<file path="config.mk">
export PLATFORM = sky130hd
export DESIGN_NAME = audio_sample_formatter
export DESIGN_NICKNAME = d
export VERILOG_FILES = /design/src/rtl/fmt_pkg.sv /design/src/rtl/fmt_byte_swap.sv /design/src/rtl/fmt_sample_stage.sv /design/src/rtl/fmt_user_seq.sv /design/src/rtl/audio_sample_formatter.sv
export SDC_FILE = /design/constraint.sdc
export NUM_CORES = 1
export LEC_CHECK = 0
export CAP_MARGIN = 20
export CORE_MARGIN = 3
export CORE_UTILIZATION = 59
export DETAILED_ROUTE_END_ITERATION = 10
export DONT_BUFFER_PORTS = 1
export GPL_ROUTABILITY_DRIVEN = 0
export GPL_TIMING_DRIVEN = 1
export PLACE_DENSITY = 0.75
export SLEW_MARGIN = 15
export SYNTH_ARGS = -nofsm -noshare
export SYNTH_HDL_FRONTEND = slang
export SYNTH_SLANG_ARGS = --single-unit
</file>
<file path="constraint.sdc">
create_clock -name clk -period 2.29 [get_ports clk]
set_input_delay 0.3435 -clock clk [delete_from_list [all_inputs] [get_ports clk]]
set_output_delay 0.3435 -clock clk [all_outputs]
set_load 0.01 [all_outputs]
</file>
<file path="src/rtl/fmt_pkg.sv">
package fmt_pkg;
    localparam int unsigned SMP_W   = 24;
    localparam int unsigned BYTE_W  = 8;
    localparam int unsigned SMP_NB  = SMP_W / BYTE_W;

    typedef enum logic [1:0] {
        ORD_PASS     = 2'b00,
        ORD_PASS_ALT = 2'b01,
        ORD_REV_ALL  = 2'b10,
        ORD_REV_LOW  = 2'b11
    } byte_order_e;

    typedef struct packed {
        logic             valid;
        logic [SMP_W-1:0] sample;
        logic             top_bit;
    } stage_state_t;
endpackage

</file>
<file path="src/rtl/fmt_byte_swap.sv">
module fmt_byte_swap
    import fmt_pkg::*;
(
    input  logic [1:0]       order,
    input  logic [SMP_W-1:0] raw,
    output logic [SMP_W-1:0] swapped
);
    localparam int unsigned NB = SMP_NB;

    logic [SMP_W-1:0] rev_all;
    logic [SMP_W-1:0] rev_low;

    for (genvar k = 0; k < NB; k++) begin : g_rev_all
        assign rev_all[k*BYTE_W +: BYTE_W] = raw[(NB-1-k)*BYTE_W +: BYTE_W];
    end

    for (genvar k = 0; k < NB; k++) begin : g_rev_low
        if (k == NB-1) begin : g_top
            assign rev_low[k*BYTE_W +: BYTE_W] = '0;
        end else begin : g_body
            assign rev_low[k*BYTE_W +: BYTE_W] = raw[(NB-2-k)*BYTE_W +: BYTE_W];
        end
    end

    always_comb begin
        unique case (byte_order_e'(order))
            ORD_REV_ALL: swapped = rev_all;
            ORD_REV_LOW: swapped = rev_low;
            default:     swapped = raw;
        endcase
    end

    always_comb begin
        if (order == 2'b11) begin
            a_zero_top_r5: assert (swapped[SMP_W-1 -: BYTE_W] == '0);
        end
    end
endmodule

</file>
<file path="src/rtl/fmt_sample_stage.sv">
module fmt_sample_stage
    import fmt_pkg::*;
(
    input  logic             clk,
    input  logic             srst,
    input  logic             in_valid,
    output logic             in_ready,
    input  logic [SMP_W-1:0] fmt_sample,
    input  logic             raw_top,
    output logic             out_valid,
    input  logic             out_ready,
    output logic [SMP_W-1:0] out_sample,
    output logic             out_top
);
    stage_state_t st_d, st_q;
    logic         take;

    assign in_ready = !st_q.valid || out_ready;
    assign take     = in_valid && in_ready;

    always_comb begin
        st_d = st_q;
        if (take) begin
            st_d.valid   = 1'b1;
            st_d.sample  = fmt_sample;
            st_d.top_bit = raw_top;
        end else if (out_ready) begin
            st_d.valid = 1'b0;
        end
        if (srst) begin
            st_d.valid = 1'b0;
        end
    end

    always_ff @(posedge clk) begin
        st_q <= st_d;
    end

    assign out_valid  = st_q.valid;
    assign out_sample = st_q.sample;
    assign out_top    = st_q.top_bit;

    p_hold_r7: assert property (@(posedge clk) disable iff (srst)
        (!srst && out_valid && !out_ready) |=> (out_valid && $stable(out_sample)));
    p_accept_r6: assert property (@(posedge clk) disable iff (srst)
        (!srst && in_valid && in_ready) |=> out_valid);
    p_reset_r1: assert property (@(posedge clk)
        srst |=> !out_valid);
endmodule

</file>
<file path="src/rtl/fmt_user_seq.sv">
module fmt_user_seq #(
    parameter int unsigned WORD_W  = 32,
    parameter int unsigned N_WORDS = 3
) (
    input  logic                      clk,
    input  logic                      srst,
    input  logic [N_WORDS*WORD_W-1:0] bank,
    input  logic                      advance,
    output logic                      bank_bit,
    output logic                      done
);
    localparam int unsigned TOTAL = N_WORDS * WORD_W;
    localparam int unsigned IDX_W = $clog2(TOTAL);
    localparam logic [IDX_W-1:0] LAST = IDX_W'(TOTAL - 1);

    typedef struct packed {
        logic [IDX_W-1:0] idx;
        logic             done;
    } seq_state_t;

    seq_state_t sq_d, sq_q;

    always_comb begin
        sq_d      = sq_q;
        sq_d.done = 1'b0;
        if (advance) begin
            sq_d.done = (sq_q.idx == LAST);
            sq_d.idx  = (sq_q.idx == LAST) ? '0 : sq_q.idx + 1'b1;
        end
        if (srst) begin
            sq_d.idx  = '0;
            sq_d.done = 1'b0;
        end
    end

    always_ff @(posedge clk) begin
        sq_q <= sq_d;
    end

    assign bank_bit = bank[sq_q.idx];
    assign done     = sq_q.done;

    p_idx_hold_r10: assert property (@(posedge clk) disable iff (srst)
        (!srst && !advance) |=> $stable(sq_q.idx));
    p_idx_range_r10: assert property (@(posedge clk) disable iff (srst)
        sq_q.idx <= LAST);
    p_done_once_r11: assert property (@(posedge clk) disable iff (srst)
        done |=> !done);
    p_done_cause_r11: assert property (@(posedge clk) disable iff (srst)
        done |-> ($past(advance) && sq_q.idx == '0));
    p_reset_idx_r12: assert property (@(posedge clk)
        srst |=> (sq_q.idx == '0 && !done));
endmodule

</file>
<file path="src/rtl/audio_sample_formatter.sv">
module audio_sample_formatter
    import fmt_pkg::*;
#(
    parameter int unsigned WORD_W  = 32,
    parameter int unsigned N_WORDS = 3
) (
    input  logic              clk,
    input  logic              srst,
    input  logic [1:0]        swap_mode,
    input  logic              user_sel,
    input  logic [WORD_W-1:0] user_w0,
    input  logic [WORD_W-1:0] user_w1,
    input  logic [WORD_W-1:0] user_w2,
    input  logic              in_valid,
    output logic              in_ready,
    input  logic [SMP_W-1:0]  in_sample,
    output logic              out_valid,
    input  logic              out_ready,
    output logic [SMP_W-1:0]  out_sample,
    output logic              out_user,
    input  logic              sf_advance,
    output logic              ud_done
);
    localparam int unsigned BANK_W = N_WORDS * WORD_W;

    logic [SMP_W-1:0]  swapped;
    logic              top_q;
    logic              bank_bit;
    logic [BANK_W-1:0] bank;

    assign bank = {user_w2, user_w1, user_w0};

    fmt_byte_swap u_swap (
        .order   (swap_mode),
        .raw     (in_sample),
        .swapped (swapped)
    );

    fmt_sample_stage u_stage (
        .clk        (clk),
        .srst       (srst),
        .in_valid   (in_valid),
        .in_ready   (in_ready),
        .fmt_sample (swapped),
        .raw_top    (in_sample[SMP_W-1]),
        .out_valid  (out_valid),
        .out_ready  (out_ready),
        .out_sample (out_sample),
        .out_top    (top_q)
    );

    fmt_user_seq #(
        .WORD_W  (WORD_W),
        .N_WORDS (N_WORDS)
    ) u_seq (
        .clk      (clk),
        .srst     (srst),
        .bank     (bank),
        .advance  (sf_advance),
        .bank_bit (bank_bit),
        .done     (ud_done)
    );

    assign out_user = user_sel ? top_q : bank_bit;

    p_ready_free_r1: assert property (@(posedge clk) disable iff (srst)
        !out_valid |-> in_ready);
endmodule

</file>
==> impl_metrics.json, run 1 <==
{
  "ys_warn_count": 0,
  "die_width_um": 70.0,
  "post_synth_num_cell_types": 33,
  "worstPathRequired_ns": 1.95,
  "cp_num_buf_inv": 1,
  "kind_of_end_point_of_the_critical_path": "primary output",
  "hold_slack_final_ns": 0.119,
  "drt_wl_total_um": 6180,
  "achievable-frequency_ghz": 0.430,
  "boundaryPins": 156,
  "drt_pre_antenna_iters": 4,
  "detail_route.wl_per_cell_um": 23.8,
  "post_synth.cell_area_avg_um2": 11.5,
  "cts_root_buffer": "sky130_fd_sc_hd__clkbuf_8",
  "crit_path_start_kind": "register",
  "setup.worst_path.class": "reg -> out",
  "number_of_enable_type_register_cells_in_the_synthesized_netlist": 25,
  "status": "finished, violations left",
  "final_hold_viol_count": 0,
  "dp_slack_ns": 0.0752,
  "cellInternalPower_w": 0.00112,
  "p_sw_share_pct": 23.9,
  "grt_pass1_vias": 1900,
  "sequential_cell_area_um2": 936,
  "synthCells": 210,
  "start_util_pct": 63.7,
  "fin_nets": 340,
  "p_per_area_nw_per_um2": 561,
  "leakage_nw": 0.938,
  "violations": "setup timing",
  "syn-num-nets": 339,
  "synth_sequential_area_ratio_pct": 38.5,
  "detailed_place_hpwl_um": 4820,
  "period_minus_slack_ns": 2.33,
  "drt_drc_violations_left": 0,
  "ctsHtreeMaxLevel": 2,
  "die_height_um": 70.0,
  "cts_tree": "yes",
  "final.setup_skew_ns": 0.00672,
  "rel_slew_slack_pct": 74.2,
  "synth_top_flop_cell": "sky130_fd_sc_hd__edfxtp_1",
  "multi_input_comb_area_um2": 1350,
  "maximum_number_of_buffers_from_clock_root_to_sink": 2,
  "crit_path_max_fanout": 5,
  "cts_hold_repair.buffers": 0,
  "core_region_area_um2": 3800,
  "antenna-diode-count": 0,
  "drv_cap": 0,
  "power.switching_w": 0.000351,
  "rsz_0062_raised_after_global_routing": "true",
  "via_per_inst": 6.85,
  "clk_latency_ns": 0.28,
  "drt.antenna.violating_nets": 0,
  "gr-total-overflow": 0,
  "grt_pass1_wl_um": 9600,
  "ff_latch_count_synth": 34,
  "detailedRoute.firstIterationViolations": 167,
  "syn2layout_area_growth_pct": 8.12,
  "grt_start_max_net_pins": 34,
  "cp.arrival_ns": 1.98,
  "combinationalPowerShare_pct": 19.0,
  "timing.final.ws_setup_ns": -0.0370,
  "slowest_cell_on_the_critical_path": "sky130_fd_sc_hd__mux4_2",
  "setup_total_negative_slack_ns": -0.0370,
  "final_layout_size_suffix_gt1_share_pct": 24.1,
  "placement.io_buffers": 0,
  "final.fill_count": 281,
  "vias": 1781,
  "number_of_max_slew_violations_in_the_final_report": 0,
  "antenna_found_initial": 0,
  "vdd.ir_drop.worst_uv": 465,
  "clk_pin_slew_worst_setup_hold_paths_ns": 0.07,
  "floorplan.rows": 22,
  "critical-path-top-delay-family": "compound AO/OA/AOI/OAI gates",
  "synthesis.area_um2": 2420,
  "share_of_synthesized_flip_flops_with_an_asynchronous_set_or_reset_pct": 0,
  "power_w": 0.00147,
  "setup-violations-final": 1,
  "cp_cell_sequence": "buf_6 -> mux4_2 -> a211o_1 -> o221ai_2 -> a41oi_2",
  "cts_inserted_buffers": 5,
  "die_ar_um2": 4900,
  "hold_class": "in -> reg",
  "p_seq_share_pct": 50.9,
  "cts_num_sinks": 34,
  "timing_worst_slew_pin_value_ns": 0.386,
  "critical_path.max_stage_delay_ns": 0.48,
  "layout_worst_path_cycle_share_pct": 102,
  "global_route.usage.total_pct": 25.4,
  "clock_power_share_pct": 30.1
}
cell type report:
class                   count  area share, %
multi-input cells         148           51.7
inverters                  10           1.44
repair buffers             12           5.31
clock inverters             1          0.191
well taps                  48           2.30
clock buffers               7           3.30
flip-flops and latches     34           35.8
path summary, 6_finish.rpt:
kind,start,end,slack (ns),cells past startpoint
worst min-delay path,srst,u_seq.sq_q[2],0.12,1
worst max-delay path,u_seq.sq_q[1],out_user,-0.04,5
worst min register to register,u_seq.sq_q[7],u_seq.sq_q[7],0.53,2
worst max register to register,u_seq.sq_q[2],u_seq.sq_q[1],0.69,7
worst reg2reg max path, delay by kind of cell (launching register included):
family        cells  cell delay (ns)
fa+ha+maj         1             0.19
buf+inv           1             0.29
flops             1             0.37
simple gates      5             0.64
placed cells by master, fill, tap and decap left out, types with 3 or more instances in the layout:
cell	netlist	routed
sky130_fd_sc_hd__clkbuf_8	0	6
sky130_fd_sc_hd__edfxtp_1	25	25
sky130_fd_sc_hd__dfxtp_1	9	7
sky130_fd_sc_hd__mux4_1	7	3
sky130_fd_sc_hd__buf_4	0	8
sky130_fd_sc_hd__inv_1	10	10
sky130_fd_sc_hd__xor2_1	3	3
sky130_fd_sc_hd__nand2_1	6	6
sky130_fd_sc_hd__mux4_2	11	15
sky130_fd_sc_hd__o221ai_1	4	3
sky130_fd_sc_hd__nor2b_1	4	4
sky130_fd_sc_hd__mux2_2	10	10
sky130_fd_sc_hd__nand3b_1	10	10
sky130_fd_sc_hd__nand2b_1	3	3
sky130_fd_sc_hd__mux2i_1	24	24
sky130_fd_sc_hd__nand3_1	3	3
sky130_fd_sc_hd__o21ai_0	9	9
sky130_fd_sc_hd__nor2_1	26	26
sky130_fd_sc_hd__a21oi_1	10	10
flip-flops by register name, summed over array words and instances (netlist names):
signal / cells
u_stage.out_sample: 24
u_seq.sq_q: 7
u_seq.done: 1
u_stage.out_top: 1
u_stage.out_valid: 1
cells in the mapped netlist (all sizes together) (2+ instances only):
cell,count,share of area (%)
o221ai,4,1.4
a211oi,2,0.62
nand3b,10,3.1
nor2,26,4.0
o21ai,9,1.9
clkbuf,9,1.4
xnor2,2,0.72
a211o,2,0.72
nand2b,3,0.78
mux2i,24,9.9
a21oi,10,2.1
edfxtp,25,31
o22ai,2,0.52
dfxtp,9,7.4
mux4,18,18
nand4,2,0.52
mux2,10,4.7
xor2,3,1.1
inv,10,1.6
buf,9,2.9
nand3,3,0.62
nor2b,4,1.0
nand2,6,0.93
routing by layer:
metal | track usage, % | part of all wire (%) | up-vias
met5 | 0 | 0 | -
met4 | 8.09 | 2.4 | 0
met3 | 10.9 | 12 | 16
met2 | 44.3 | 53 | 139
met1 | 27.6 | 32 | 825
li1 | - | - | 801
power by group through the flow:
stage                     logic, W  registers, W  clock network (W)
final                     0.000279      0.000746           0.000442
after global routing      0.000303      0.000749           0.000492
after CTS                 0.000279      0.000747           0.000452
after detailed placement  0.000253      0.000757                  0
after global placement    0.000242      0.000755                  0
after floorplan           0.000231      0.000749                  0
per-stage QoR:
stage | cells | util (%) | cell area, um^2
2_1_floorplan | 210 | - | 2420
3_3_place_gp | 250 | 64.8 | 2460
3_5_place_dp | 250 | 64.8 | 2460
4_1_cts | 260 | 68.8 | 2620
5_1_grt | 260 | 68.8 | 2620
6_report | 260 | 68.8 | 2620
logic make-up after synthesis:
family	Yosys count	synth area share, %
simple gates	55	11.3
xor+xnor	5	1.81
fa+ha+maj	1	0.517
mux	52	32.4
flops	34	38.5
compound gates	35	9.62
buf+inv	28	5.85
what timing repair did:
| action | 4_1_cts | 5_1_grt |
|---|---|---|
| hold endpoints to repair | 0 | 0 |
| pin swaps | 7 | 0 |
| resized for setup | 13 | 0 |
| buffers inserted | 1 | 0 |
| endpoints found under the setup margin | 1 | 1 |
| gates cloned | 1 | 0 |
Note: power is estimated with default switching activity, not from simulation.
==> inputs of run 2 (changes only) <==
--- a/config.mk
+++ b/config.mk
@@ -6,13 +6,16 @@
 export NUM_CORES = 1
 export LEC_CHECK = 0
 export CAP_MARGIN = 20
+export CELL_PAD_IN_SITES_DETAIL_PLACEMENT = 0
+export CELL_PAD_IN_SITES_GLOBAL_PLACEMENT = 1
 export CORE_MARGIN = 3
-export CORE_UTILIZATION = 59
+export CORE_UTILIZATION = 46
 export DETAILED_ROUTE_END_ITERATION = 10
 export DONT_BUFFER_PORTS = 1
 export GPL_ROUTABILITY_DRIVEN = 0
 export GPL_TIMING_DRIVEN = 1
-export PLACE_DENSITY = 0.75
+export PLACE_DENSITY_LB_ADDON = 0.1
+export SKIP_LAST_GASP = 1
 export SLEW_MARGIN = 15
 export SYNTH_ARGS = -nofsm -noshare
 export SYNTH_HDL_FRONTEND = slang
==> impl_metrics.json, run 2 (synthesis gave the netlist of run 1 again) <==
{
  "status": "finished, violations left",
  "violations": "setup timing",
  "crit-reg2reg-launch": "u_seq.sq_q[2]",
  "boundaryPins": 156,
  "final_common_cell": "sky130_fd_sc_hd__nor2_1",
  "detailed_place_hpwl_um": 4710,
  "final_hold_viol_count": 0,
  "antenna-diode-count": 0,
  "drt_pre_antenna_iters": 4,
  "floorplan.rows": 25,
  "clock_power_share_pct": 29.5,
  "final_layout_size_suffix_gt1_share_pct": 22.3,
  "clk_pin_slew_worst_setup_hold_paths_ns": 0.07,
  "number_of_max_slew_violations_in_the_final_report": 0,
  "die_width_um": 78.5,
  "hold_path_depth": 1,
  "via_per_inst": 6.15,
  "hold_class": "in -> reg",
  "cp_cell_sequence": "buf_12 -> mux4_2 -> a211o_1 -> o221ai_2 -> a41oi_2",
  "clk_latency_ns": 0.28,
  "cts_num_sinks": 34,
  "cts_inserted_buffers": 5,
  "worstPathRequired_ns": 1.95,
  "worstSetupPathDepth": 5,
  "cellInternalPower_w": 0.00108,
  "crit_path_start_kind": "register",
  "dpl_cell_area_um2": 2480,
  "syn2layout_area_growth_pct": 8.33,
  "grt_pass1_vias": 1909,
  "post_route_cell_area_um2": 2620,
  "vias": 1711,
  "critPathLaunch": "u_seq.sq_q[1]",
  "drt.antenna.violating_nets": 0,
  "kind_of_end_point_of_the_critical_path": "primary output",
  "achievable-frequency_ghz": 0.424,
  "r2r.worst_path.cells": 7,
  "cts_root_buffer": "sky130_fd_sc_hd__clkbuf_8",
  "critical_path.max_stage_delay_ns": 0.48,
  "core_region_area_um2": 4910,
  "setup_total_negative_slack_ns": -0.0660,
  "vdd.ir_drop.worst_uv": 352,
  "crit_path_max_fanout": 7,
  "maximum_number_of_buffers_from_clock_root_to_sink": 2,
  "gr-total-overflow": 0,
  "finish.utilization_pct": 53.4,
  "cp_num_buf_inv": 1,
  "start_util_pct": 49.2,
  "hp-start": "srst",
  "p_per_area_nw_per_um2": 548,
  "period_minus_slack_ns": 2.36,
  "setup.worst_path.class": "reg -> out",
  "rsz_0062_raised_after_global_routing": "true",
  "slowest_cell_on_the_critical_path": "sky130_fd_sc_hd__mux4_2",
  "power.switching_w": 0.000361,
  "power_w": 0.00144,
  "timing_worst_slew_pin_value_ns": 0.417,
  "largest_register_ffs": 24,
  "antenna_found_initial": 0,
  "p_sw_share_pct": 25.1,
  "rel_slew_slack_pct": 72.1,
  "final.setup_skew_ns": 0.00405,
  "combinationalPowerShare_pct": 18.7,
  "p_seq_share_pct": 51.9,
  "dp_slack_ns": 0.0397,
  "drv_cap": 0,
  "cp.arrival_ns": 2.01,
  "die_height_um": 78.5,
  "timing.final.ws_setup_ns": -0.0660,
  "critical-path-top-delay-family": "compound AO/OA/AOI/OAI gates",
  "detailedRoute.firstIterationViolations": 55,
  "layout_worst_path_cycle_share_pct": 103,
  "global_route.usage.total_pct": 19.3,
  "die_ar_um2": 6160,
  "ctsHtreeMaxLevel": 2,
  "drt_wl_total_um": 5970,
  "fin_nets": 339,
  "most-common-layout-cells": "26 x sky130_fd_sc_hd__nor2_1, 25 x sky130_fd_sc_hd__edfxtp_1, 24 x sky130_fd_sc_hd__mux2i_1",
  "placement.io_buffers": 0,
  "detail_route.wl_per_cell_um": 21.5,
  "setup-violations-final": 1,
  "drt_drc_violations_left": 0,
  "leakage_nw": 0.926,
  "grt_pass1_wl_um": 9180,
  "cts_tree": "yes",
  "grt_start_max_net_pins": 34
}
==> run 2: final cells by class <==
type / instances / area (um^2)
Multi-Input combinational cell: 148 / 1360
Inverter: 10 / 37.5
Timing Repair Buffer: 11 / 120
Clock buffer: 5 / 68.8
Sequential cell: 34 / 935
Tap cell: 67 / 83.8
Clock inverter: 3 / 16.3
Fill cell: 440 / 2290
==> run 2: timing repair <==
action                     4_1_cts  5_1_grt
gates resized for setup          6        2
setup endpoints to repair        1        1
hold buffers                     0        0
cloned                           1        0
pin swaps                        7        3
setup buffers                    3        0
==> run 2: stage by stage <==
stage                     hold WS, ns  std cells
final                           0.119        278
after floorplan                 0.413        210
after detailed placement        0.416        267
after global routing            0.106        278
after CTS                       0.108        279
after global placement          0.415        267
==> run 2: power groups by stage <==
| stage | Clock (W) | Combinational, W | Sequential (W) |
|---|---|---|---|
| 3_5_place_dp | 0 | 0.000253 | 0.000758 |
| 5_1_grt | 0.000464 | 0.000295 | 0.000748 |
| 2_1_floorplan | 0 | 0.000231 | 0.000749 |
| 6_report | 0.000423 | 0.000268 | 0.000745 |
| 3_3_place_gp | 0 | 0.000244 | 0.000756 |
| 4_1_cts | 0.000434 | 0.000282 | 0.000746 |
==> run 2: path summary, 6_finish.rpt <==
path                             to  slack, ns
hold reg to reg       u_seq.sq_q[7]       0.52
hold / removal    u_stage.out_valid       0.12
setup reg to reg      u_seq.sq_q[6]       0.85
setup / recovery           out_user      -0.07
==> run 2: worst reg2reg max path: stages, from the launching register on <==
cell	delay, ns
sky130_fd_sc_hd__dfxtp_1	0.36
sky130_fd_sc_hd__buf_12	0.19
sky130_fd_sc_hd__ha_1	0.22
sky130_fd_sc_hd__nand3_1	0.11
sky130_fd_sc_hd__nor2_1	0.14
sky130_fd_sc_hd__nand2_1	0.11
sky130_fd_sc_hd__nand2b_1	0.14
sky130_fd_sc_hd__nor2_1	0.07
==> run 2: layer usage <==
metal  wire [um]  GRT usage (%)  vias to the layer above  share of wire (%)
met5           0              0                        -                  0
met2        2910           31.8                      103                 49
met1        2400           23.0                      806                 40
met3         606           7.57                        6                 10
li1            -              -                      796                  -
met4          58           6.29                        0               0.97
==> inputs of run 3 (changes only) <==
--- a/config.mk
+++ b/config.mk
@@ -14,7 +14,7 @@
 export DONT_BUFFER_PORTS = 1
 export GPL_ROUTABILITY_DRIVEN = 0
 export GPL_TIMING_DRIVEN = 1
-export PLACE_DENSITY_LB_ADDON = 0.1
+export PLACE_DENSITY_LB_ADDON = 0.3
 export SKIP_LAST_GASP = 1
 export SLEW_MARGIN = 15
 export SYNTH_ARGS = -nofsm -noshare
==> impl_metrics.json, run 3 (synthesis gave the netlist of run 1 again) <==
{
  "violations": "setup timing",
  "vias": 1741,
  "drv_cap": 0,
  "rel_slew_slack_pct": 74.2,
  "grt_pass1_wl_um": 9400,
  "floorplan.rows": 25,
  "finish.utilization_pct": 53.2,
  "drt_wl_total_um": 6150,
  "number_of_max_slew_violations_in_the_final_report": 0,
  "cts_root_buffer": "sky130_fd_sc_hd__clkbuf_8",
  "via_per_inst": 6.31,
  "r2r.worst_path.cells": 7,
  "drt_drc_violations_left": 0,
  "period_minus_slack_ns": 2.32,
  "hold_class": "in -> reg",
  "antenna-diode-count": 0,
  "setup-violations-final": 1,
  "antenna_found_initial": 0,
  "cts_num_sinks": 34,
  "grt_pass1_vias": 1864,
  "cp.arrival_ns": 1.97,
  "timing.final.ws_setup_ns": -0.0277,
  "status": "finished, violations left",
  "syn2layout_area_growth_pct": 8.12,
  "crit-reg2reg-launch": "u_seq.sq_q[1]",
  "die_height_um": 78.5,
  "fin_nets": 337,
  "cp_num_buf_inv": 1,
  "min_to": "u_seq.sq_q[2]",
  "crit_path_max_fanout": 10,
  "crit_path_start_kind": "register",
  "vdd.ir_drop.worst_uv": 381,
  "final_hold_viol_count": 0,
  "critical_path.max_stage_delay_ns": 0.56,
  "ctsHtreeMaxLevel": 2,
  "leakage_nw": 0.915,
  "drt.antenna.violating_nets": 0,
  "setup.worst_path.class": "reg -> out",
  "detailed_place_hpwl_um": 4780,
  "cts_hold_repair.buffers": 0,
  "kind_of_end_point_of_the_critical_path": "primary output",
  "timing_worst_slew_pin_value_ns": 0.386,
  "final.fill_count": 455,
  "hold_path_depth": 1,
  "boundaryPins": 156,
  "critical-path-top-delay-family": "compound AO/OA/AOI/OAI gates",
  "final_layout_size_suffix_gt1_share_pct": 22.5,
  "achievable-frequency_ghz": 0.431,
  "largest_register_ffs": 24,
  "cts_tree": "yes",
  "clk_pin_slew_worst_setup_hold_paths_ns": 0.07,
  "die_ar_um2": 6160,
  "detail_route.wl_per_cell_um": 22.3,
  "drt_pre_antenna_iters": 4,
  "layout_worst_path_cycle_share_pct": 101,
  "most-common-layout-cells": "26 x sky130_fd_sc_hd__nor2_1, 25 x sky130_fd_sc_hd__edfxtp_1, 24 x sky130_fd_sc_hd__mux2i_1",
  "slowest_cell_on_the_critical_path": "sky130_fd_sc_hd__mux4_1",
  "start_util_pct": 49.2,
  "die_width_um": 78.5,
  "rsz_0062_raised_after_global_routing": "true",
  "cts_inserted_buffers": 5,
  "cp_cell_sequence": "buf_8 -> mux4_1 -> a21o_1 -> o221ai_1 -> a41oi_2",
  "global_route.usage.total_pct": 19.7,
  "detailedRoute.firstIterationViolations": 74,
  "grt_start_max_net_pins": 34,
  "maximum_number_of_buffers_from_clock_root_to_sink": 2,
  "gr-total-overflow": 0,
  "final_common_cell": "sky130_fd_sc_hd__nor2_1",
  "worstPathRequired_ns": 1.95,
  "hp-start": "srst",
  "p_per_area_nw_per_um2": 545,
  "final.setup_skew_ns": 0.00712,
  "r2r_end": "u_seq.sq_q[6]",
  "clk_latency_ns": 0.28,
  "setup_total_negative_slack_ns": -0.0277,
  "ff2ff_setup_slack_ns": 0.82,
  "placement.io_buffers": 0,
  "core_region_area_um2": 4910
}
run 3: cell count changes in the layout (fill, tap and decap cells not counted), sizes merged:
cell / delta
buf: -3
clkbuf: +2
clkinvlp: -1
run 3: final cells by class:
cell class                 count  area, um^2  area share, %
timing repair buffer           9         125           4.78
clock buffer                   6        72.6           2.78
inverter                      10        37.5           1.44
sequential                    34         936           35.8
multi-input combinational    148        1350           51.7
clock inverter                 2        8.76          0.335
tap                           67        83.8           3.21
run 3: worst max path at each step:
stage	startpoint	endpoint	slack [ns]	cells after the start
after floorplan	u_seq.sq_q[1]	out_user	0.28	5
after detailed placement	u_seq.sq_q[1]	out_user	0.07	6
after global placement	u_seq.sq_q[1]	out_user	0.11	6
after global routing	u_seq.sq_q[1]	out_user	-0.12	6
after CTS	u_seq.sq_q[1]	out_user	-0.04	6
final	u_seq.sq_q[1]	out_user	-0.03	5
run 3: worst register-to-register path: stages (launching register included):
cell and delay (ns):
sky130_fd_sc_hd__dfxtp_4 0.41, sky130_fd_sc_hd__buf_4 0.20, sky130_fd_sc_hd__ha_1 0.21, sky130_fd_sc_hd__nand3_1 0.10, sky130_fd_sc_hd__nor2_1 0.14, sky130_fd_sc_hd__nand2_1 0.10, sky130_fd_sc_hd__nand2b_1 0.14, sky130_fd_sc_hd__nor2_1 0.06
run 3: through the flow:
step / hold WS (ns) / instances / total power (W) / cell area (um^2) / setup slack, ns
6_report: 0.126 / 276 / 0.00143 / 2620 / -0.0277
5_1_grt: 0.107 / 276 / 0.00151 / 2620 / -0.122
4_1_cts: 0.119 / 275 / 0.00143 / 2580 / -0.0409
3_5_place_dp: 0.417 / 266 / 0.00100 / 2480 / 0.0698
3_3_place_gp: 0.416 / 266 / 0.000997 / 2480 / 0.113
2_1_floorplan: 0.413 / 210 / 0.000980 / 2420 / 0.276
run 3: where the power goes:
group | switching (W) | leakage [nW] | internal (W)
sequential | 0.0000374 | 0.317 | 0.000710
clock | 0.000203 | 0.0426 | 0.000209
combinational | 0.000110 | 0.556 | 0.000158
run 3: metal layers:
layer / vias up / share of wire (%) / track usage [%]
met5: - / 0 / 0
met4: 0 / 2.0 / 8.39
met3: 13 / 8.2 / 6.08
met2: 95 / 53 / 33.1
met1: 838 / 37 / 23.3
li1: 795 / - / -
run 3: what timing repair did:
item                                    CTS  global route
gates cloned                              0             1
pin swaps                                 3             3
gates resized for setup                  10             4
buffers inserted                          1             0
endpoints found under the setup margin    1             1
